`src/rtl/swseq_pkg.sv`:
```
// Package: shared types and constants of the software command detector.
// Assumes the command chain is fixed at six 14-bit addresses.
package swseq_pkg;

    localparam int unsigned SEQ_W      = 14;
    localparam int unsigned PREFIX_LEN = 5;

    typedef enum logic [2:0] {
        ST_IDLE = 3'd0,
        ST_M1   = 3'd1,
        ST_M2   = 3'd2,
        ST_M3   = 3'd3,
        ST_M4   = 3'd4,
        ST_M5   = 3'd5
    } seq_state_t;

    localparam logic [SEQ_W-1:0] CODE_STORE  = 14'h0FC0;
    localparam logic [SEQ_W-1:0] CODE_RECALL = 14'h0C63;

    // Leading address of the chain at position idx (0..PREFIX_LEN-1).
    function automatic logic [SEQ_W-1:0] prefix_code(input int unsigned idx);
        case (idx)
            0:       return 14'h0E38;
            1:       return 14'h31C7;
            2:       return 14'h03E0;
            3:       return 14'h3C1F;
            default: return 14'h303F;
        endcase
    endfunction

endpackage

```
`src/rtl/swseq_match.sv`:
```
// Module: swseq_match
// Compares the low address bits against every chain entry in parallel.
// Assumes the address is already cut to SEQ_W bits; purely combinational.
module swseq_match
    import swseq_pkg::*;
(
    input  logic [SEQ_W-1:0]      low_addr,
    output logic [PREFIX_LEN-1:0] hit_step,
    output logic                  hit_store,
    output logic                  hit_recall
);

    // One comparator per leading chain entry.
    for (genvar g = 0; g < PREFIX_LEN; g++) begin : g_prefix
        assign hit_step[g] = (low_addr == prefix_code(g));
    end

    // Comparators for the two command-selecting final entries.
    assign hit_store  = (low_addr == CODE_STORE);
    assign hit_recall = (low_addr == CODE_RECALL);

endmodule

```
`src/rtl/swseq_fsm.sv`:
```
// Module: swseq_fsm
// Tracks how many chain entries have matched and issues the request pulse.
// Assumes the hit inputs come from swseq_match for the current access.
module swseq_fsm
    import swseq_pkg::*;
(
    input  logic                  clk,
    input  logic                  rst_n,
    input  logic                  acc,
    input  logic                  wr,
    input  logic                  nv_busy,
    input  logic [PREFIX_LEN-1:0] hit_step,
    input  logic                  hit_store,
    input  logic                  hit_recall,
    output logic                  store_req,
    output logic                  recall_req
);

    seq_state_t state, state_d;
    seq_state_t restart;
    logic       st_d, rc_d;

    // Next-state and request decode for one qualified access.
    always_comb begin
        state_d = state;
        st_d    = 1'b0;
        rc_d    = 1'b0;
        restart = hit_step[0] ? ST_M1 : ST_IDLE;
        if (nv_busy) begin
            state_d = ST_IDLE;
        end else if (acc) begin
            if (wr) begin
                state_d = ST_IDLE;
            end else begin
                case (state)
                    ST_IDLE: state_d = restart;
                    ST_M1:   state_d = hit_step[1] ? ST_M2 : restart;
                    ST_M2:   state_d = hit_step[2] ? ST_M3 : restart;
                    ST_M3:   state_d = hit_step[3] ? ST_M4 : restart;
                    ST_M4:   state_d = hit_step[4] ? ST_M5 : restart;
                    ST_M5: begin
                        if (hit_store) begin
                            st_d    = 1'b1;
                            state_d = ST_IDLE;
                        end else if (hit_recall) begin
                            rc_d    = 1'b1;
                            state_d = ST_IDLE;
                        end else begin
                            state_d = restart;
                        end
                    end
                    default: state_d = ST_IDLE;
                endcase
            end
        end
    end

    // State and request registers with synchronous active-low reset.
    always_ff @(posedge clk) begin
        if (!rst_n) begin
            state      <= ST_IDLE;
            store_req  <= 1'b0;
            recall_req <= 1'b0;
        end else begin
            state      <= state_d;
            store_req  <= st_d;
            recall_req <= rc_d;
        end
    end


    reset_idle_chk: assert property (@(posedge clk)
        !rst_n |=> (state == ST_IDLE && !store_req && !recall_req));


    single_pulse_chk: assert property (@(posedge clk) disable iff (!rst_n)
        (store_req || recall_req) |=> !(store_req || recall_req));


    write_abort_chk: assert property (@(posedge clk) disable iff (!rst_n)
        (acc && wr) |=> (state == ST_IDLE && !store_req && !recall_req));


    busy_idle_chk: assert property (@(posedge clk) disable iff (!rst_n)
        nv_busy |=> (state == ST_IDLE && !store_req && !recall_req));


    store_origin_chk: assert property (@(posedge clk) disable iff (!rst_n)
        (acc && !wr && !nv_busy && state == ST_M5 && hit_store) |=> store_req);


    gap_hold_chk: assert property (@(posedge clk) disable iff (!rst_n)
        (!acc && !nv_busy) |=> $stable(state));

endmodule

```
`src/rtl/swseq_detect.sv`:
```
// Module: swseq_detect (top)
// Recognises the six-read software STORE/RECALL command chain.
// Assumes cyc_stb marks exactly one cycle per chip-enable-controlled access.
module swseq_detect
    import swseq_pkg::*;
#(
    parameter int unsigned ADDR_W = 15
) (
    input  logic              clk,
    input  logic              rst_n,
    input  logic              cyc_stb,
    input  logic              ce_n,
    input  logic              we_n,
    input  logic [ADDR_W-1:0] addr,
    input  logic              nv_busy,
    output logic              store_req,
    output logic              recall_req
);

    logic                  acc;
    logic                  wr;
    logic [PREFIX_LEN-1:0] hit_step;
    logic                  hit_store;
    logic                  hit_recall;

    // Qualify an access and its direction.
    assign acc = cyc_stb & ~ce_n;
    assign wr  = ~we_n;

    // Upper address bits take no part in the match.
    if (ADDR_W > SEQ_W) begin : g_hi
        logic unused_hi;
        assign unused_hi = ^addr[ADDR_W-1:SEQ_W];
    end

    swseq_match u_match (
        .low_addr   (addr[SEQ_W-1:0]),
        .hit_step   (hit_step),
        .hit_store  (hit_store),
        .hit_recall (hit_recall)
    );

    swseq_fsm u_fsm (
        .clk        (clk),
        .rst_n      (rst_n),
        .acc        (acc),
        .wr         (wr),
        .nv_busy    (nv_busy),
        .hit_step   (hit_step),
        .hit_store  (hit_store),
        .hit_recall (hit_recall),
        .store_req  (store_req),
        .recall_req (recall_req)
    );

endmodule

```
`config.mk`:
```
export PLATFORM = sky130hd
export DESIGN_NAME = swseq_detect
export DESIGN_NICKNAME = d
export VERILOG_FILES = /design/src/rtl/swseq_pkg.sv /design/src/rtl/swseq_match.sv /design/src/rtl/swseq_fsm.sv /design/src/rtl/swseq_detect.sv
export SDC_FILE = /design/constraint.sdc
export NUM_CORES = 1
export LEC_CHECK = 0
export BUFFER_PORTS_ARGS = -buffer_cell sky130_fd_sc_hd__buf_2
export CORE_AREA = 2 2 39 41
export CTS_CLUSTER_SIZE = 8
export DETAILED_ROUTE_END_ITERATION = 8
export DIE_AREA = 0 0 41 43
export PLACE_DENSITY = 0.7
export SLEW_MARGIN = 10
export SYNTH_ARGS = -nofsm -noshare
export SYNTH_HDL_FRONTEND = slang
export SYNTH_HIERARCHICAL = 1
export SYNTH_SLANG_ARGS = --single-unit
```
`constraint.sdc`:
```
create_clock -name clk -period 3.43 [get_ports clk]
set_clock_uncertainty 0.15 [all_clocks]
set_input_delay 0.686 -clock clk [delete_from_list [all_inputs] [get_ports clk]]
set_output_delay 0.686 -clock clk [all_outputs]
set_load 0.02 [all_outputs]
```
After elaboration in Yosys (flattened, before gate mapping)
Index checks and enable logic that the tools add are counted.
{ "word_totals": {"register_bits": 5, "latchBits": 0, "ramBits": 0, "rom_bits": 0, "mem_count": 0} }
{ "op_classes": {"n_addsub": 0, "mul": 0, "div_mod_pow": 0, "magnitude_cmp": 0, "eq_ne": 12, "shift": 0, "mux": 11, "bitwise": 6, "reduce_logical": 4} }
{ "op_table": {"columns": ["op", "n"], "rows": [
  ["$eq A14 B12 Y1 const B", 3],
  ["$eq A14 B14 Y1 const B", 3],
  ["$mux W3", 7],
  ["$pmux W3 S6", 1],
  ["$eq A14 B10 Y1 const B", 1],
  ["$eq A3 B2 Y1 const B", 2],
  ["$eq A3 B3 Y1 const B", 2],
  ["$reduce_or A6 Y1", 1],
  ["$not A1 Y1", 5],
  ["$reduce_or A5 Y1", 1],
  ["$eq A3 B1 Y1 const B", 1],
  ["$logic_not A3 Y1", 1],
  ["$mux W1", 3],
  ["$reduce_or A2 Y1", 1],
  ["$and A1 B1 Y1", 1]
]} }

Logic depth before layout (Yosys ltp)
{ "depth": {"ltp_word": 6, "mapped_depth": 6} }

Modules after synthesis
The synthesis kept the hierarchy.
{ "by_module_without_submodules": {"columns": ["module", "n_inst", "cells_each", "area_per_inst_um2", "seq_area_each_um2"], "rows": [
  ["swseq_fsm", 1, 40, 314.1, 100.1],
  ["swseq_match", 1, 23, 210.2, 0.0],
  ["swseq_detect", 1, 2, 17.5, 0.0]
]} }

Least setup slack after synthesis
OpenSTA, ideal clock, no wires.
{ "synth_timing": {"kind": "in2reg", "start": "in addr[1]", "end": "reg u_fsm.state[0]", "setup_time_ns": 0.079, "arrival_ns": 2.180, "setup_slack_ns": 1.020, "path_stages": 6, "n_path_buf": 0, "cell_sequence": "or4b_4 > nor4_1 > o21ai_1 > o22ai_1 > mux2i_1 > a211oi_2"} }
{ "synth_via": {"elab_chain_cells": 6, "elab_cells_between_ends": 16} }
{ "synth_rtl": {"columns": ["element", "line_no", "text"], "rows": [
  ["start: declaration", "swseq_detect.sv:14", "input logic [ADDR_W-1:0] addr,"],
  ["$eq A14 B12 Y1 (*)", "swseq_match.sv:15", "assign hit_step[g] = (low_addr == prefix_code(g));"],
  ["net hit_step[0]", "swseq_detect.sv:22", "logic [PREFIX_LEN-1:0] hit_step;"],
  ["$mux W1 (*)", "swseq_fsm.sv:28", "restart = hit_step[0] ? ST_M1 : ST_IDLE;"],
  ["$mux W3", "swseq_fsm.sv:45", "end else if (hit_recall) begin"],
  ["$mux W3", "swseq_fsm.sv:42", "if (hit_store) begin"],
  ["$pmux W3 S6 (*)", "swseq_fsm.sv:35", "case (state)"],
  ["$mux W3 (*)", "swseq_fsm.sv:32", "if (wr) begin"],
  ["end signal: assignment", "swseq_fsm.sv:65", "state <= state_d;"],
  ["end: declaration", "swseq_fsm.sv:19", "seq_state_t state, state_d;"]
]} }
The timed path passes the listed nets; every way through them passes the cells marked *.
A chain may end at the register's enable or synchronous reset.

Worst setup path after layout
Same ends and word-level chain as after synthesis.

==> results.yml <==
synthesis:
  ys_seq_elements: 5
  syn_nets: 86
  ys_warn_count: 6
  ys_types: 31
  synth_area_sq_um: 542
  avgSynthCellArea_sq_um: 8.33
  synth.area.top_cells: "dfxtp_1 18%, nand4bb_1 10%, nor4_2 6.9%"
  synth_top_area_share_pct: 18.5
  yosysTopAreaCell: "dfxtp_1"
  syn_inst: 65
  seq_area_frac_synth_pct: 18.5
clocking:
  postCtsResizedCells: 0
  cts_htree_levels: 1
  cts_buffer_depth: 2
  clk_pin_slew_worst_paths_ns: 0.04
  cts_tree: "done"
  cts_root_buf: "clkbuf_4"
  post-cts-setup-buffers: 0
  clock_sinks: 5
  ctsHoldBuffers: 0
  numCtsBuffers: 3
  clkLatencyLatePin_ns: 0.24
setup_path:
  endpoint_kind: "flip-flop"
  cp.required_ns: 3.43
  slowest_stage: "or4b_4"
  cpPeakStageDelay_ns: 0.56
  worst_path_dominant_cell_family: "simple AND/OR/NAND/NOR gates"
  startpoint_type: "input pin"
  critPathBufInv: 1
  path_cells: "buf_2 > or4b_4 > nor4_1 > o21ai_1 > o22ai_1 > mux2i_1 > a211oi_2"
  crit_type: "input pin to flip-flop"
  cp.arrival_ns: 2.53
  critPathMaxFanout: 4
drt:
  first_iter_violations: 10
  ant_nets: 0
  vias: 585
  via_per_inst: 5.63
  routed_wl_mm: 1.26
  routedWlPerCell_microns: 12.1
  dr.pass1.iters: 4
  drt_drc_violations_left: 0
global_route:
  grt_overflow: 0
  grt_pass1_vias: 473
  grt_usage_pct: 15.3
  grt_max_degree: 11
  grt_pass1_wl_mm: 1.88
  antenna_found_initial: 0
pwr:
  vdd_drop_max_uv: 159
  leakage_uw: 0.000243
  p_per_area_nw_per_um2: 231
timing:
  hold_viol_final: 0
  min_period_over_period_pct: 73.6
  worst_slew_pin_slew_ns: 0.603
  setup_viol: 0
  rsz0062_at_grt: "no"
  setup_tns_ns: 0
  slew_viol_final: 0
  fin_crit_ns: 2.53
  max_freq_mhz: 396
  slew_headroom_pct: 59.5
die:
  pin_count: 23
  core-area_sq_um: 1380
  dieWidth_microns: 41
  rows: 14
  die_area_sq_um: 1760
  initial_core_util_pct: 39.2
  die_height_microns: 43
finish:
  drive_gt1_share_pct: 37.5
  layout_commonest_cell: "buf_2"
  nets: 110
  post-route-util_pct: 48.9
  area_growth_pct: 24.9
  n_antenna_cell: 0
  final_cell_mix: "21 x buf_2, 5 x dfxtp_1, 5 x nand4bb_1"
hold_path:
  hp-class: "flip-flop to flip-flop"
placement:
  gp_congestion: 0.767
  dp_hpwl_microns: 991
  io_buffer_count: 21
run:
  cap_violations: 0
outcome:
  status: "complete, no violations"
[sequential cells by signal, indices dropped and copies added, names as in the netlist]
register          flops
u_fsm/state           3
u_fsm/recall_req      1
u_fsm/store_req       1
[where the power goes]
part           switching [uW]  internal [uW]
sequential           0.000100           58.3
combinational            14.9           16.1
clock                    22.9           43.9
total                    37.8            118
[cells by family after synthesis]
kind of cell	synth area share, %
AND/OR/NAND/NOR	62.1
AO/OA/AOI/OAI	12.5
flip-flops	18.5
buffers and inverters	5.08
multiplexers	1.85
[area by class of cell]
| type | count | area (sq um) |
|---|---|---|
| clock buffer | 4 | 26.3 |
| fill | 131 | 707 |
| inverter | 3 | 11.3 |
| multi-input combinational | 55 | 414 |
| sequential | 5 | 100 |
| tap | 16 | 20.0 |
| timing repair buffer | 21 | 105 |
[metrics by stage]
stage,power (uW),hold WS [ns],std cells,area [sq um],setup WS [ns]
after CTS,160,0.428,104,677,0.907
after global placement,89.1,0.405,100,651,0.695
after global routing,166,0.442,104,677,0.689
after detailed placement,90.1,0.410,100,651,0.656
after floorplan,73.1,0.346,65,542,1.02
final,156,0.428,104,677,0.904
[tightest hold or removal path: stages (launching register included)]
cell,delay (ns)
dfxtp_1,0.37
nand2_1,0.09
a21oi_1,0.06
[final timing paths]
kind / start / to / slack [ns] / depth (start not counted)
setup / recovery: addr[1] / u_fsm/state[0] / 0.90 / 7
hold / removal: u_fsm/state[2] / u_fsm/state[2] / 0.43 / 2
setup reg to reg: u_fsm/state[1] / u_fsm/state[0] / 2.00 / 4
hold reg to reg: u_fsm/state[2] / u_fsm/state[2] / 0.43 / 2
[synth_stat cells, drive strengths merged]
cell,number
nor2b,1
nand2,4
or4b,2
nor2,4
nand3,2
or2,2
a21boi,1
or4bb,1
nand2b,4
buf,2
and4,1
or3,1
inv,3
and4b,1
nor4,7
and3b,1
dfxtp,5
and3,2
o22ai,1
a211oi,1
nand4b,2
nor4b,1
a31oi,1
o21ai,3
nand4bb,5
a21oi,4
mux2i,1
nand3b,2
[layer usage]
metal / vias to the layer above / routed length, microns / global-route usage (%)
li1: 300 / - / -
met1: 264 / 554 / 17.6
met2: 21 / 633 / 25.9
met3: 0 / 73 / 4.71
met4: 0 / 0 / 4.00
met5: - / 0 / 0
Note: power is estimated with default switching activity, not from simulation.
